<file path="src/rtl/hrx_pkg.sv">
package hrx_pkg;

  // Bytes delivered by one host read (32-bit host bus).
  localparam int HOST_BYTES = 4;

  // Status word bit positions decoded by host software.
  localparam int ST_EOM    = 0;
  localparam int ST_QUAL   = 1;
  localparam int ST_OVF    = 4;
  localparam int ST_READY  = 5;
  localparam int ST_CNT    = 8;
  localparam int CNT_FLD_W = 6;

  // Frame checks latched with the frame-end byte; MSB first in status.
  typedef struct packed {
    logic abort;
    logic aligned;
    logic crc_ok;
  } hrx_qual_t;

endpackage

</file>
<file path="src/rtl/hrx_byte_store.sv">
module hrx_byte_store #(
  parameter int DEPTH = 32,
  parameter int PEEK  = 4,
  localparam int AW    = $clog2(DEPTH),
  localparam int CNT_W = $clog2(DEPTH + 1),
  localparam int POP_W = $clog2(PEEK + 1)
) (
  input  logic                 clk,
  input  logic                 rst_n,
  input  logic                 flush,
  input  logic                 wr_en,
  input  logic [7:0]           wr_byte,
  input  logic [POP_W-1:0]     pop_n,
  output logic [PEEK-1:0][7:0] peek,
  output logic [CNT_W-1:0]     fill
);

  logic [7:0]    mem [DEPTH];
  logic [AW-1:0] wr_ptr, wr_ptr_d;
  logic [AW-1:0] rd_ptr, rd_ptr_d;
  logic [CNT_W-1:0] fill_d;
  logic          wr_go;

  assign wr_go = wr_en & ~flush;

  // Storage carries no reset; only pointers define validity.
  always_ff @(posedge clk) begin
    if (wr_go) begin
      mem[wr_ptr] <= wr_byte;
    end
  end

  // The next PEEK bytes from the head, oldest at index 0.
  for (genvar gi = 0; gi < PEEK; gi++) begin : g_peek
    assign peek[gi] = mem[rd_ptr + AW'(gi)];
  end

  always_comb begin
    wr_ptr_d = wr_ptr;
    rd_ptr_d = rd_ptr;
    fill_d   = fill;
    if (flush) begin
      wr_ptr_d = '0;
      rd_ptr_d = '0;
      fill_d   = '0;
    end else begin
      if (wr_go) begin
        wr_ptr_d = wr_ptr + 1'b1;
      end
      rd_ptr_d = rd_ptr + AW'(pop_n);
      fill_d   = fill + CNT_W'(wr_go) - CNT_W'(pop_n);
    end
  end

  always_ff @(posedge clk or negedge rst_n) begin
    if (!rst_n) begin
      wr_ptr <= '0;
      rd_ptr <= '0;
      fill   <= '0;
    end else begin
      wr_ptr <= wr_ptr_d;
      rd_ptr <= rd_ptr_d;
      fill   <= fill_d;
    end
  end

  AST_NO_WRITE_WHEN_FULL: assert property (@(posedge clk) disable iff (!rst_n)
    wr_en |-> (fill < CNT_W'(DEPTH)));
  AST_POP_WITHIN_FILL: assert property (@(posedge clk) disable iff (!rst_n)
    CNT_W'(pop_n) <= fill);

endmodule

</file>
<file path="src/rtl/hrx_frame_track.sv">
module hrx_frame_track
  import hrx_pkg::*;
#(
  parameter int DEPTH = 32,
  parameter int PEEK  = 4,
  localparam int CNT_W = $clog2(DEPTH + 1),
  localparam int POP_W = $clog2(PEEK + 1)
) (
  input  logic             clk,
  input  logic             rst_n,
  input  logic             flush,
  input  logic             transparent,
  input  logic             rx_valid,
  input  logic             rx_eof,
  input  hrx_qual_t        qual_in,
  input  logic             host_rd,
  input  logic [CNT_W-1:0] fill,
  output logic             wr_en,
  output logic [POP_W-1:0] pop_n,
  output logic [CNT_W-1:0] avail,
  output logic             eom_pend,
  output hrx_qual_t        qual,
  output logic             ovf
);

  logic             eom_pend_d, ovf_d;
  logic [CNT_W-1:0] eom_len, eom_len_d;
  hrx_qual_t        qual_d;
  logic             byte_in, eof_framed, full, ovf_hit;

  assign full       = (fill == CNT_W'(DEPTH));
  assign byte_in    = rx_valid & ~flush;
  assign eof_framed = rx_eof & ~transparent;
  assign ovf_hit    = byte_in & ~ovf & (full | (eof_framed & eom_pend));
  assign wr_en      = byte_in & ~ovf & ~ovf_hit;
  assign avail      = eom_pend ? eom_len : fill;

  // A read stops at a pending frame boundary.
  always_comb begin
    pop_n = '0;
    if (host_rd && !flush) begin
      if (avail >= CNT_W'(PEEK)) begin
        pop_n = POP_W'(PEEK);
      end else begin
        pop_n = POP_W'(avail);
      end
    end
  end

  always_comb begin
    eom_pend_d = eom_pend;
    eom_len_d  = eom_len;
    qual_d     = qual;
    ovf_d      = ovf;
    if (flush) begin
      eom_pend_d = 1'b0;
      eom_len_d  = '0;
      qual_d     = '0;
      ovf_d      = 1'b0;
    end else begin
      ovf_d = ovf | ovf_hit;
      if (eom_pend) begin
        eom_len_d = eom_len - CNT_W'(pop_n);
        if (eom_len_d == '0) begin
          eom_pend_d = 1'b0;
        end
      end
      if (wr_en && eof_framed) begin
        eom_pend_d = 1'b1;
        eom_len_d  = fill - CNT_W'(pop_n) + 1'b1;
        qual_d     = qual_in;
      end
    end
  end

  always_ff @(posedge clk or negedge rst_n) begin
    if (!rst_n) begin
      eom_pend <= 1'b0;
      eom_len  <= '0;
      qual     <= '0;
      ovf      <= 1'b0;
    end else begin
      eom_pend <= eom_pend_d;
      eom_len  <= eom_len_d;
      qual     <= qual_d;
      ovf      <= ovf_d;
    end
  end

  AST_EOM_INSIDE_FILL: assert property (@(posedge clk) disable iff (!rst_n)
    eom_pend |-> (eom_len <= fill && eom_len != '0));
  AST_OVF_STICKY: assert property (@(posedge clk) disable iff (!rst_n)
    (ovf && !flush) |=> ovf);
  AST_TRANSPARENT_NO_EOM: assert property (@(posedge clk) disable iff (!rst_n)
    (transparent && !eom_pend) |=> !eom_pend);

endmodule

</file>
<file path="src/rtl/hrx_word_pack.sv">
module hrx_word_pack #(
  parameter int PEEK = 4,
  localparam int POP_W = $clog2(PEEK + 1)
) (
  input  logic                 clk,
  input  logic                 rst_n,
  input  logic                 host_rd,
  input  logic [POP_W-1:0]     pop_n,
  input  logic [PEEK-1:0][7:0] peek,
  output logic [8*PEEK-1:0]    rd_data
);

  logic [8*PEEK-1:0] rd_data_d;

  // Byte i of the word is valid only if i < pop_n; the rest read as zero.
  always_comb begin
    rd_data_d = rd_data;
    if (host_rd) begin
      for (int i = 0; i < PEEK; i++) begin
        rd_data_d[8*i +: 8] = (POP_W'(i) < pop_n) ? peek[i] : 8'h00;
      end
    end
  end

  always_ff @(posedge clk or negedge rst_n) begin
    if (!rst_n) begin
      rd_data <= '0;
    end else begin
      rd_data <= rd_data_d;
    end
  end

endmodule

</file>
<file path="src/rtl/hdlc_rx_fifo_ctrl.sv">
module hdlc_rx_fifo_ctrl
  import hrx_pkg::*;
#(
  parameter int DEPTH = 32
) (
  input  logic        clk,
  input  logic        rst_n,
  input  logic        transparent_mode,
  input  logic        rx_valid,
  input  logic [7:0]  rx_byte,
  input  logic        rx_eof,
  input  logic        rx_crc_ok,
  input  logic        rx_aligned,
  input  logic        rx_abort,
  input  logic        rx_reset_cmd,
  input  logic        host_rd,
  output logic [31:0] host_rdata,
  output logic [31:0] status_word,
  output logic        rpr_irq
);

  localparam int PEEK  = HOST_BYTES;
  localparam int CNT_W = $clog2(DEPTH + 1);
  localparam int POP_W = $clog2(PEEK + 1);

  logic                 wr_en;
  logic [POP_W-1:0]     pop_n;
  logic [PEEK-1:0][7:0] peek;
  logic [CNT_W-1:0]     fill;
  logic [CNT_W-1:0]     avail;
  logic                 eom_pend;
  logic                 ovf;
  hrx_qual_t            qual, qual_in;
  logic [CNT_FLD_W-1:0] cnt_code;

  assign qual_in = '{abort: rx_abort, aligned: rx_aligned, crc_ok: rx_crc_ok};

  hrx_byte_store #(.DEPTH(DEPTH), .PEEK(PEEK)) u_store (
    .clk     (clk),
    .rst_n   (rst_n),
    .flush   (rx_reset_cmd),
    .wr_en   (wr_en),
    .wr_byte (rx_byte),
    .pop_n   (pop_n),
    .peek    (peek),
    .fill    (fill)
  );

  hrx_frame_track #(.DEPTH(DEPTH), .PEEK(PEEK)) u_track (
    .clk         (clk),
    .rst_n       (rst_n),
    .flush       (rx_reset_cmd),
    .transparent (transparent_mode),
    .rx_valid    (rx_valid),
    .rx_eof      (rx_eof),
    .qual_in     (qual_in),
    .host_rd     (host_rd),
    .fill        (fill),
    .wr_en       (wr_en),
    .pop_n       (pop_n),
    .avail       (avail),
    .eom_pend    (eom_pend),
    .qual        (qual),
    .ovf         (ovf)
  );

  hrx_word_pack #(.PEEK(PEEK)) u_pack (
    .clk     (clk),
    .rst_n   (rst_n),
    .host_rd (host_rd),
    .pop_n   (pop_n),
    .peek    (peek),
    .rd_data (host_rdata)
  );

  // A full buffer reports its count as zero.
  assign cnt_code = (avail == CNT_W'(DEPTH)) ? '0 : CNT_FLD_W'(avail);
  assign rpr_irq  = ovf | eom_pend | (fill == CNT_W'(DEPTH));

  always_comb begin
    status_word                      = '0;
    status_word[ST_EOM]              = eom_pend;
    status_word[ST_QUAL +: 3]        = eom_pend ? qual : 3'b000;
    status_word[ST_OVF]              = ovf;
    status_word[ST_READY]            = rpr_irq;
    status_word[ST_CNT +: CNT_FLD_W] = cnt_code;
  end

  AST_RESET_CMD_FLUSHES: assert property (@(posedge clk) disable iff (!rst_n)
    rx_reset_cmd |=> (fill == '0 && !status_word[ST_OVF] && !rpr_irq));
  AST_EMPTY_READ_ZERO: assert property (@(posedge clk) disable iff (!rst_n)
    (host_rd && fill == '0) |=> (host_rdata == '0 && fill == '0));

endmodule

</file>
<file path="config.mk">
export PLATFORM = sky130hd
export DESIGN_NAME = hdlc_rx_fifo_ctrl
export DESIGN_NICKNAME = d
export VERILOG_FILES = /design/src/rtl/hrx_pkg.sv /design/src/rtl/hrx_byte_store.sv /design/src/rtl/hrx_frame_track.sv /design/src/rtl/hrx_word_pack.sv /design/src/rtl/hdlc_rx_fifo_ctrl.sv
export SDC_FILE = /design/constraint.sdc
export NUM_CORES = 1
export LEC_CHECK = 0
export BUFFER_PORTS_ARGS = -buffer_cell sky130_fd_sc_hd__buf_4
export CAP_MARGIN = 5
export CORE_ASPECT_RATIO = 0.8
export CORE_UTILIZATION = 40
export DETAILED_ROUTE_END_ITERATION = 6
export PLACE_DENSITY = 0.68
export SYNTH_ARGS = -nofsm -noshare
export SYNTH_HDL_FRONTEND = slang
export SYNTH_SLANG_ARGS = --single-unit
</file>
<file path="constraint.sdc">
create_clock -name clk -period 4.3 [get_ports clk]
set_input_delay 0.645 -clock clk [delete_from_list [all_inputs] [get_ports clk]]
set_output_delay 0.645 -clock clk [all_outputs]
set_load 0.01 [all_outputs]
</file>
==> results.sh <==
export IMPL_h_tree_depth=1
export IMPL_initial_core_util_pct=40.5
export IMPL_via_per_inst=6.62
export IMPL_post_cts_repair_setup_buffers=0
export IMPL_grt_pass1_vias=12700
export IMPL_ys_flop_type="edfxtp_1"
export IMPL_design_core_area_mm2=0.0483
export IMPL_ys_seq_elements=315
export IMPL_crit_arrival_ps=4290
export IMPL_final_cells=1993
export IMPL_grt_pass1_wl_mm=84.1
export IMPL_ant_nets=0
export IMPL_regToRegStartpoint="u_track.eom_pend$_DFF_PN0_"
export IMPL_fin_nets=1385
export IMPL_grt_util_met1_pct=31.8
export IMPL_fin_skew_ps=22.1
export IMPL_final_cell_mix="mux4_2 (261), edfxtp_1 (256), buf_4 (119)"
export IMPL_drive_gt1_share_pct=33.1
export IMPL_ctsResizeCount=0
export IMPL_die_area_mm2=0.0497
export IMPL_finalSetupViolations=0
export IMPL_globalRouteOverflowTotal=0
export IMPL_ys_types=58
export IMPL_hold_buffers=0
export IMPL_cts_tree="yes"
export IMPL_path_cells="mux2_2, o21bai_1, nor3_1, nand2_1, inv_1, ha_1, inv_1, ha_1, inv_1, fa_1, o21bai_1, a21oi_1, xnor2_1, nor2_1, a211oi_1"
export IMPL_dr_first_iter_drc_count=1781
export IMPL_antenna_found_initial=8
export IMPL_postSynthCellCount=1284
export IMPL_critPathMostFrequentCell="inv_1"
export IMPL_status="finished, final reports clean"
export IMPL_synth_area_mm2=0.0195
export IMPL_crit_family="adder cells"
export IMPL_synth_top_area_share_pct=39.3
export IMPL_drt_total_wl_mm=56.6
export IMPL_cp_max_fo=17
export IMPL_syn_to_final_growth_pct=11.7
export IMPL_slowest_delay_ps=640
export IMPL_wl_per_cell_um=28.4
export IMPL_leakagePower_uw=0.00714
export IMPL_ys_async_sr_fraction_pct=18.7
export IMPL_vias=13200
export IMPL_post_place_cells=1932
export IMPL_use_met3_pct=6.02
export IMPL_fmax_mhz=264
export IMPL_die_x_um=249
export IMPL_rsz0062_at_grt="no"
export IMPL_numCtsBuffers=31
export IMPL_ys_seq_area_share_pct=46.9
export IMPL_io_pins=83
export IMPL_worstSetupPathDepth=15
export IMPL_placement_io_buffers=62
export IMPL_routabilityCongestion=0.919
export IMPL_crit_type="reg -> reg"
export IMPL_crit_end="u_track.eom_len[5]$_DFFE_PN0P_"
export IMPL_num_rows=72
export IMPL_worst_pin_slew_ps=1100
export IMPL_grt_max_degree=129
export IMPL_root_buffer="clkbuf_16"
export IMPL_grt_usage_pct=22.9
export IMPL_yosys_area_top_type="edfxtp_1"
export IMPL_synth_area_top_cells="edfxtp_1 (39%), mux4_2 (30%), dfrtp_1 (7.6%)"
export IMPL_synth_edf_count=256
export IMPL_post_route_period_util_pct=88.0
export IMPL_relSlewSlack_pct=26.6
export IMPL_pwr_density_cell_mw_per_mm2=394
export IMPL_setup_worst_path_start_class="flop"
export IMPL_busiest_layer="met2"
export IMPL_yosysWarnings=0
export IMPL_cap_violations=0
export IMPL_cp_num_buf_inv=3
export IMPL_cp_slowest_cell="dfrtp_1"
export IMPL_path_clk_slew_ps=70
export IMPL_critPathRequiredTime_ps=4810
export IMPL_peakVddDrop_mv=0.332
export IMPL_die_y_um=200
export IMPL_tns_ps=0
export IMPL_min_path_type="in -> async"
export IMPL_clockBufferDepth=3
export IMPL_rr_endpoint="u_track.eom_len[5]$_DFFE_PN0P_"
export IMPL_final_common_cell="mux4_2"
export IMPL_worstSkewPairLatency_ps=610
export IMPL_syn_area_per_cell_um2=15.2
export IMPL_finalHoldViolations=0
export IMPL_crit_start="u_track.eom_pend$_DFF_PN0_"
export IMPL_finalCriticalPeriod_ps=3790
export IMPL_crit_path_end_kind="flop"
export IMPL_grt_use_met2_pct=35.2
export IMPL_rrSetupSlack_ps=510
export IMPL_drv_slew=0
export IMPL_clock_sinks=315
export IMPL_drc=0
export IMPL_drt_pass1_iterations=7
export IMPL_hold_slack_ps=118
export IMPL_reg2regPathDepth=15
export IMPL_dp_hpwl_mm=39.2
-- per-layer routing --
metal	wire length, um	vias to the layer above
li1	-	5311
met3	6780	123
met5	59	-
met2	25500	922
met1	22300	6833
met4	1910	10
-- cells in the mapped netlist, types with 11 or more instances --
master	count
a211oi_1	24
a21oi_1	31
a31oi_1	11
and2_1	20
buf_1	11
buf_2	26
buf_4	38
clkbuf_1	42
dfrtp_1	59
edfxtp_1	256
ha_1	27
inv_1	29
mux2i_1	51
mux4_2	261
nand2_1	99
nand3_1	33
nor2_1	96
o211ai_1	13
xnor2_1	13
xor2_1	14
-- where the power goes --
part           internal [uW]  switching (uW)
clock network           1620            1220
logic                    945            1180
registers               3450             188
total                   6010            2590
-- worst register-to-register path, cell delays in order (launching register included) --
cell and delay [ps]:
dfrtp_1 640, mux2_2 400, o21bai_1 280, nor3_1 270, nand2_1 150, inv_1 230
ha_1 290, inv_1 100, ha_1 170, inv_1 60, fa_1 460, o21bai_1 150
a21oi_1 90, xnor2_1 140, nor2_1 50, a211oi_1 220
-- stage by stage --
stage | cell area, um^2 | total power (uW) | setup WS (ps) | util, %
after floorplan | 19600 | 5030 | 928 | -
after global placement | 20800 | 5770 | 615 | 43.0
after detailed placement | 20800 | 5800 | 558 | 43.0
after CTS | 21800 | 8610 | 537 | 45.2
after global routing | 21800 | 8910 | 48.5 | 45.2
final | 21800 | 8600 | 514 | 45.2
-- sequential cells by signal, indices dropped and copies added, names as in the netlist --
register	count
u_pack.rd_data	32
u_store.fill	6
u_store.mem	256
u_store.rd_ptr	5
u_store.wr_ptr	5
u_track.eom_len	6
u_track.eom_pend	1
u_track.ovf	1
u_track.qual	3
-- how the worst min path moves through the flow --
stage	start	endpoint	slack, ps	cells past startpoint
3_5_place_dp	u_pack.rd_data[22]$_DFFE_PN0P_	u_pack.rd_data[22]$_DFFE_PN0P_	470	1
4_1_cts	rst_n	u_track.eom_len[1]$_DFFE_PN0P_	180	1
2_1_floorplan	rst_n	u_pack.rd_data[0]$_DFFE_PN0P_	350	0
3_3_place_gp	u_pack.rd_data[22]$_DFFE_PN0P_	u_pack.rd_data[22]$_DFFE_PN0P_	470	1
6_report	rst_n	u_track.eom_len[2]$_DFFE_PN0P_	120	1
5_1_grt	rst_n	u_track.eom_len[1]$_DFFE_PN0P_	210	1
-- final cells by class --
type	instances	area [um^2]
Clock buffer	42	837
Multi-Input combinational cell	835	9730
Clock inverter	16	206
Fill cell	4206	26500
Sequential cell	315	9170
Antenna cell	3	7.51
Timing Repair Buffer	123	973
Tap cell	629	787
Inverter	30	113
-- cell families after synthesis --
kind of cell	Yosys count	synth area share [%]
other	1	0.0192
AOI/OAI and AO/OA	151	5.63
muxes	319	33.3
DFF	315	46.9
and+or+nand+nor	285	6.54
buffers and inverters	153	4.07
xor gates and xnor gates	29	1.38
adders and majority gates	31	2.14
Power figures use the tool's default switching activity.
